**src/rtl/can_hr_pkg.sv**
```systemverilog
package can_hr_pkg;
   // register slots in address order; the index is addr[4:2]
   typedef enum logic [2:0] {
      RG_MODE  = 3'd0,
      RG_CMD   = 3'd1,
      RG_STAT  = 3'd2,
      RG_IFLAG = 3'd3,
      RG_IEN   = 3'd4,
      RG_TIM   = 3'd5,
      RG_EWL   = 3'd6,
      RG_ECNT  = 3'd7
   } reg_e;

   localparam int unsigned N_REGS   = 8;
   localparam int unsigned MODE_W   = 5;
   localparam int unsigned TIM_W    = 24;
   localparam int unsigned STAT_W   = 24;

   localparam logic [MODE_W-1:0] MODE_RST = 5'h01;
   localparam logic [TIM_W-1:0]  TIM_MASK = 24'hFF_C3FF;
   localparam logic [STAT_W-1:0] STAT_RST = 24'h00_003C;

   // mode bit positions
   localparam int unsigned MB_RESET = 0;
   localparam int unsigned MB_LISTEN = 1;
   localparam int unsigned MB_LOOP  = 2;
   localparam int unsigned MB_FILT  = 3;
   localparam int unsigned MB_SLEEP = 4;
endpackage

```
**src/rtl/can_hr_decode.sv**
```systemverilog
module can_hr_decode
   import can_hr_pkg::*;
#(
   parameter int ADDR_W = 8
) (
   input  logic              sel_i,
   input  logic              wr_i,
   input  logic [ADDR_W-1:0] addr_i,
   output logic [N_REGS-1:0] wr_en_o,
   output logic              rd_hit_o,
   output reg_e              rd_idx_o
);
   localparam int unsigned SPAN_W = $clog2(N_REGS) + 2;

   if (ADDR_W < SPAN_W) begin : g_addr_chk
      $error("can_hr_decode: ADDR_W too small for the register span");
   end

   logic aligned;
   logic in_range;

   assign aligned  = (addr_i[1:0] == 2'b00);
   assign in_range = ((addr_i >> SPAN_W) == '0);
   assign rd_hit_o = aligned && in_range;
   assign rd_idx_o = reg_e'(addr_i[SPAN_W-1:2]);

   always_comb begin
      wr_en_o = '0;
      if (sel_i && wr_i && rd_hit_o) begin
         wr_en_o[rd_idx_o] = 1'b1;
      end
   end
endmodule

```
**src/rtl/can_hr_ctrl.sv**
```systemverilog
module can_hr_ctrl
   import can_hr_pkg::*;
#(
   parameter int EWL_W   = 8,
   parameter int EWL_RST = 96
) (
   input  logic              clk,
   input  logic              rst_n,
   input  logic              wr_mode_i,
   input  logic              wr_tim_i,
   input  logic              wr_ewl_i,
   input  logic [TIM_W-1:0]  wdata_i,
   output logic [MODE_W-1:0] mode_o,
   output logic [TIM_W-1:0]  tim_o,
   output logic [EWL_W-1:0]  ewl_o
);
   if (EWL_W > TIM_W) begin : g_ewl_chk
      $error("can_hr_ctrl: EWL_W wider than the write path");
   end

   logic locked_n;
   assign locked_n = mode_o[MB_RESET];

   always_ff @(posedge clk or negedge rst_n) begin
      if (!rst_n) begin
         mode_o <= MODE_RST;
         tim_o  <= '0;
         ewl_o  <= EWL_W'(EWL_RST);
      end else begin
         if (wr_mode_i) begin
            mode_o[MB_RESET] <= wdata_i[MB_RESET];
            if (locked_n) begin
               mode_o[MB_SLEEP:MB_LISTEN] <= wdata_i[MB_SLEEP:MB_LISTEN];
            end
         end
         if (wr_tim_i && locked_n) begin
            tim_o <= wdata_i & TIM_MASK;
         end
         if (wr_ewl_i) begin
            ewl_o <= wdata_i[EWL_W-1:0];
         end
      end
   end
endmodule

```
**src/rtl/can_hr_cmd.sv**
```systemverilog
module can_hr_cmd #(
   parameter int N_CMD = 6
) (
   input  logic             clk,
   input  logic             rst_n,
   input  logic             wr_cmd_i,
   input  logic [N_CMD-1:0] wdata_i,
   output logic [N_CMD-1:0] cmd_o
);
   always_ff @(posedge clk or negedge rst_n) begin
      if (!rst_n) begin
         cmd_o <= '0;
      end else begin
         cmd_o <= wr_cmd_i ? wdata_i : '0;
      end
   end
endmodule

```
**src/rtl/can_hr_irq.sv**
```systemverilog
module can_hr_irq #(
   parameter int N_EVT = 8
) (
   input  logic             clk,
   input  logic             rst_n,
   input  logic             wr_flag_i,
   input  logic             wr_ien_i,
   input  logic [N_EVT-1:0] wdata_i,
   input  logic [N_EVT-1:0] evt_i,
   output logic [N_EVT-1:0] flag_o,
   output logic [N_EVT-1:0] ien_o,
   output logic             irq_o
);
   for (genvar k = 0; k < N_EVT; k++) begin : g_flag
      logic clr;
      assign clr = wr_flag_i && wdata_i[k];
      always_ff @(posedge clk or negedge rst_n) begin
         if (!rst_n) begin
            flag_o[k] <= 1'b0;
         end else begin
            // a new event wins over a clear at the same edge
            flag_o[k] <= evt_i[k] | (flag_o[k] & ~clr);
         end
      end
   end

   always_ff @(posedge clk or negedge rst_n) begin
      if (!rst_n) begin
         ien_o <= '0;
      end else if (wr_ien_i) begin
         ien_o <= wdata_i;
      end
   end

   assign irq_o = |(flag_o & ien_o);
endmodule

```
**src/rtl/can_hostregs.sv**
```systemverilog
module can_hostregs
   import can_hr_pkg::*;
#(
   parameter int ADDR_W  = 8,
   parameter int DATA_W  = 32,
   parameter int N_EVT   = 8,
   parameter int N_CMD   = 6,
   parameter int EWL_W   = 8,
   parameter int EWL_RST = 96
) (
   input  logic              clk,
   input  logic              rst_n,
   input  logic              bus_sel_i,
   input  logic              bus_wr_i,
   input  logic [ADDR_W-1:0] bus_addr_i,
   input  logic [DATA_W-1:0] bus_wdata_i,
   output logic [DATA_W-1:0] bus_rdata_o,
   input  logic [N_EVT-1:0]  evt_i,
   input  logic [7:0]        eng_stat_i,
   input  logic [4:0]        seg_code_i,
   input  logic              err_dir_i,
   input  logic [1:0]        err_type_i,
   input  logic [7:0]        tx_err_i,
   input  logic [7:0]        rx_err_i,
   output logic [MODE_W-1:0] mode_o,
   output logic [TIM_W-1:0]  timing_o,
   output logic [EWL_W-1:0]  warn_limit_o,
   output logic [N_CMD-1:0]  cmd_o,
   output logic              irq_o
);
   if (DATA_W != 32) begin : g_dw_chk
      $error("can_hostregs: DATA_W must be 32");
   end
   if (N_EVT < 1 || N_EVT > 8) begin : g_evt_chk
      $error("can_hostregs: N_EVT must be 1..8");
   end
   if (N_CMD < 1 || N_CMD > 8) begin : g_cmd_chk
      $error("can_hostregs: N_CMD must be 1..8");
   end
   if (EWL_W < 1 || EWL_W > 8) begin : g_ewl_chk
      $error("can_hostregs: EWL_W must be 1..8");
   end

   logic [N_REGS-1:0] wr_en;
   logic              rd_hit;
   reg_e              rd_idx;
   logic [N_EVT-1:0]  flag_w;
   logic [N_EVT-1:0]  ien_w;
   logic [STAT_W-1:0] stat_q;
   logic              unused_bits;

   assign unused_bits = ^{bus_wdata_i[DATA_W-1:TIM_W], wr_en[RG_STAT], wr_en[RG_ECNT]};

   can_hr_decode #(.ADDR_W(ADDR_W)) u_dec (
      .sel_i    (bus_sel_i),
      .wr_i     (bus_wr_i),
      .addr_i   (bus_addr_i),
      .wr_en_o  (wr_en),
      .rd_hit_o (rd_hit),
      .rd_idx_o (rd_idx)
   );

   can_hr_ctrl #(.EWL_W(EWL_W), .EWL_RST(EWL_RST)) u_ctrl (
      .clk       (clk),
      .rst_n     (rst_n),
      .wr_mode_i (wr_en[RG_MODE]),
      .wr_tim_i  (wr_en[RG_TIM]),
      .wr_ewl_i  (wr_en[RG_EWL]),
      .wdata_i   (bus_wdata_i[TIM_W-1:0]),
      .mode_o    (mode_o),
      .tim_o     (timing_o),
      .ewl_o     (warn_limit_o)
   );

   can_hr_cmd #(.N_CMD(N_CMD)) u_cmd (
      .clk      (clk),
      .rst_n    (rst_n),
      .wr_cmd_i (wr_en[RG_CMD]),
      .wdata_i  (bus_wdata_i[N_CMD-1:0]),
      .cmd_o    (cmd_o)
   );

   can_hr_irq #(.N_EVT(N_EVT)) u_irq (
      .clk       (clk),
      .rst_n     (rst_n),
      .wr_flag_i (wr_en[RG_IFLAG]),
      .wr_ien_i  (wr_en[RG_IEN]),
      .wdata_i   (bus_wdata_i[N_EVT-1:0]),
      .evt_i     (evt_i),
      .flag_o    (flag_w),
      .ien_o     (ien_w),
      .irq_o     (irq_o)
   );

   always_ff @(posedge clk or negedge rst_n) begin
      if (!rst_n) begin
         stat_q <= STAT_RST;
      end else begin
         stat_q <= {err_type_i, err_dir_i, seg_code_i, 8'h00, eng_stat_i};
      end
   end

   always_comb begin
      bus_rdata_o = '0;
      if (rd_hit) begin
         case (rd_idx)
            RG_MODE:  bus_rdata_o[MODE_W-1:0] = mode_o;
            RG_CMD:   bus_rdata_o = '0;
            RG_STAT:  bus_rdata_o[STAT_W-1:0] = stat_q;
            RG_IFLAG: bus_rdata_o[N_EVT-1:0] = flag_w;
            RG_IEN:   bus_rdata_o[N_EVT-1:0] = ien_w;
            RG_TIM:   bus_rdata_o[TIM_W-1:0] = timing_o;
            RG_EWL:   bus_rdata_o[EWL_W-1:0] = warn_limit_o;
            RG_ECNT: begin
               bus_rdata_o[7:0]   = tx_err_i;
               bus_rdata_o[23:16] = rx_err_i;
            end
            default:  bus_rdata_o = '0;
         endcase
      end
   end
endmodule

```
**config.mk**
```make
export PLATFORM = sky130hd
export DESIGN_NAME = can_hostregs
export DESIGN_NICKNAME = d
export VERILOG_FILES = /design/src/rtl/can_hr_pkg.sv /design/src/rtl/can_hr_decode.sv /design/src/rtl/can_hr_ctrl.sv /design/src/rtl/can_hr_cmd.sv /design/src/rtl/can_hr_irq.sv /design/src/rtl/can_hostregs.sv
export SDC_FILE = /design/constraint.sdc
export NUM_CORES = 1
export LEC_CHECK = 0
export ABC_AREA = 1
export ABC_CLOCK_PERIOD_IN_PS = 1800
export BUFFER_PORTS_ARGS = -buffer_cell sky130_fd_sc_hd__buf_2
export CAP_MARGIN = 20
export CORE_MARGIN = 2
export CORE_UTILIZATION = 48
export CTS_CLUSTER_SIZE = 12
export DETAILED_ROUTE_END_ITERATION = 12
export GPL_TIMING_DRIVEN = 1
export PLACE_DENSITY = 0.8
export SETUP_SLACK_MARGIN = 0.02
export SKIP_LAST_GASP = 1
export SYNTH_ARGS = -nofsm -noshare
export SYNTH_HDL_FRONTEND = slang
export SYNTH_SLANG_ARGS = --single-unit
```
**constraint.sdc**
```tcl
create_clock -name clk -period 1.8 [get_ports clk]
set_clock_uncertainty 0.05 [all_clocks]
set_input_delay 0.27 -clock clk [delete_from_list [all_inputs] [get_ports clk]]
set_output_delay 0.27 -clock clk [all_outputs]
set_load 0.05 [all_outputs]
```
==> results.cfg <==
[routing]
drt_wl_total_um = 11500
antenna_left = 0
drc_errors = 0
first_iter_violations = 215
first_pass_iters = 5
wl_per_cell_um = 15.4
vias = 3987
via_per_inst = 5.34

[worst_setup_path]
critPathMaxFanout = 3
cp.depth = 5
crit_family = flip-flops
rr_worst_depth = 5
crit_buf_inv = 1
r2r-end = u_ctrl.tim_o[9]
critical_path_class = reg2out
r2r_setup_slack_ns = 0.40
critPathArrivalTime_ns = 1.49
required_ns = 1.48
startpoint_type = flop
r2r_start = u_ctrl.mode_o[0]
crit_chain = nand4_1 > nand2_1 > nor2_1 > a21oi_2 > buf_6
end_kind = primary output
slowest_delay_ns = 0.55
slowest_stage = dfstp_2

[yosys]
synth_top_family_by_area = simple AND/OR/NAND/NOR gates
netlist_area_um2 = 3740
yosysTopAreaCell = dfrtp_1
synth_fa_ha_area_frac = 0
synthXorXnorAreaFrac = 0
syn-instance-count = 478
synthMuxAreaShare = 0
synthSimpleGateAreaFrac = 0.395
seq_area_frac_synth = 0.477
postSynthAreaPerCell_um2 = 7.83
yosysWarnings = 0
synth.distinct_cells = 23
synth.area.top_cells = dfrtp_1 43%, nand2_1 17%, nand4_1 14%, dfstp_2 4.9%, buf_4 4.6%
synth_compound_area_frac = 0.0264
netlist.area_leader.share = 0.428
ys_ff_latch = 71

[floorplan]
core-area_um2 = 7650
die-area_um2 = 8520
io_pins = 160
start_util = 0.489
die_y_um = 92.3
rows = 32
die_width_um = 92.3

[cts]
clk_pin_slew_ns = 0.08
cts_buffers = 9
cts_tree = done
cts-htree-levels = 3
clkLatencyLatePin_ns = 0.35
cts_root_buf = clkbuf_8
clock_sinks = 71
cts_buffer_depth = 2

[grt]
grt_pass1_wl_um = 18000
grt-ovfl-total = 0
antenna_found_initial = 0
grtUsageTotal = 0.272
grt_max_degree = 34
grt_pass1_vias = 3735

[finish]
n_antenna_cell = 0
fin_area_um2 = 5200
nNetsFinal = 724
fill_cells = 624
drive_gt1_frac = 0.355
fin_cells = 747
final_util = 0.680
area_growth_pct = 39.0

[min_path]
hold_depth = 3
hold_path_class = in2reg
min_from = evt_i[0]
min_to = u_irq.flag_o[0]

[sta]
worst_slack_ns = -0.0104
post-route-period-util = 1.01
rsz0062_at_grt = true
totalNegativeSetupSlack_ns = -0.0180
max_slew.worst_pin.slew_ns = 0.565
finalCriticalPeriod_ns = 1.81
maxSlewHeadroom = 0.623
hold_ws_ns = 0.0362
max_freq_mhz = 552
hold_viol = 0
setup_violations = 2
slew_viol_final = 0

[flow_run]
maxCapViolations = 0

[power_and_ir_drop]
max-vdd-ir-drop_mv = 0.395
leakage_nw = 2.79
powerDensity_nw_per_um2 = 704

[place]
hpwlAfterDp_um = 8390
dp.cells = 711
dpl_cell_area_um2 = 4700
io_buffers = 131
place.gp.congestion = 0.900

[run_status]
outcome = finished with violations
violations = setup timing
-- cell usage after synthesis --
cell and instances:
a21oi_1 10, a31oi_1 3, and2_1 2, and3_1 4, buf_2 12, buf_4 23, clkbuf_1 11, conb_1 1
dfrtp_1 64, dfstp_2 7, inv_1 17, inv_2 10, nand2_1 169, nand2_2 1, nand3_1 15, nand3_2 1
nand4_1 83, nor2_1 31, nor2_2 1, nor2_4 6, o21ai_0 2, o21ai_1 4, or2_2 1
-- worst max path at each step --
stage / startpoint / to / slack [ns]
after floorplan: bus_addr_i[4] / bus_rdata_o[16] / -0.16
final: u_ctrl.ewl_o[6] / bus_rdata_o[6] / -0.01
after global placement: bus_addr_i[2] / bus_rdata_o[6] / -0.04
after detailed placement: bus_addr_i[2] / bus_rdata_o[6] / -0.05
after CTS: u_ctrl.ewl_o[6] / bus_rdata_o[6] / -0.02
after global routing: u_ctrl.ewl_o[6] / bus_rdata_o[6] / -0.07
-- registers in the layout, summed over array words and instances, names as in the netlist --
register	cells
stat_q	16
u_cmd.cmd_o	6
u_ctrl.ewl_o	8
u_ctrl.mode_o	5
u_ctrl.tim_o	20
u_irq.flag_o	8
u_irq.ien_o	8
-- metrics by stage --
step,power [mW],worst slack [ns]
after global routing,3.79,-0.0663
after global placement,2.17,-0.0378
after floorplan,1.98,-0.164
after CTS,3.64,-0.0155
after detailed placement,2.17,-0.0547
final,3.66,-0.0104
-- tightest hold or removal path, cell delays in order --
cell and delay, ns:
buf_2 0.07, inv_1 0.03, nand2_1 0.04
-- where the power goes --
group          switching (mW)  internal (mW)
clock network           0.602          0.856
logic                   0.363          0.197
registers              0.0152           1.63
-- area by class of cell --
cell class,instances,area [µm²],share of cell area
Timing Repair Buffer,180,1230,0.236
Inverter,27,104,0.0200
Tap cell,102,128,0.0245
Multi-Input combinational cell,351,1740,0.334
Sequential cell,71,1790,0.343
Clock inverter,3,65.1,0.0125
Clock buffer,13,159,0.0305
-- layout by cell type (no fill, tap or decap) --
cell and count:
nand2_1 167, and2_1 2, nor2_1 23, clkbuf_4 4, a21oi_2 9, buf_8 1
dfstp_2 7, or2_4 1, o21ai_0 2, dfrtp_1 64, buf_2 114, buf_12 7
buf_6 6, buf_4 31, inv_2 10, nand3_1 15, a21oi_1 1, o21ai_1 4
nand4_1 83, bufinv_16 2, a31oi_2 3, clkinv_2 1, nand3_2 1, dlygate4sd3_1 17
inv_1 16, nor2_4 7, clkbuf_1 2, and3_1 4, clkbuf_8 11, conb_1 16
inv_4 1, nand2_2 3, nor2_2 10
-- kinds of logic after synthesis --
kind of cell    after synthesis
buf+inv                      73
simple gates                314
other cells                   1
flops                        71
compound gates               19
-- metal layers --
metal | global-route usage | part of all wire
met1 | 0.360 | 0.40
met2 | 0.447 | 0.49
met3 | 0.0529 | 0.081
met4 | 0.0983 | 0.022
met5 | 0 | 0
-- repair_timing --
action,in CTS,in global routing
buffers inserted,1,0
endpoints found under the setup margin,16,18
pin swaps,1,13
resized for setup,16,17
gates cloned,0,2
hold endpoints to repair,34,0
hold buffers,17,0
Note: power is estimated with default switching activity, not from simulation.
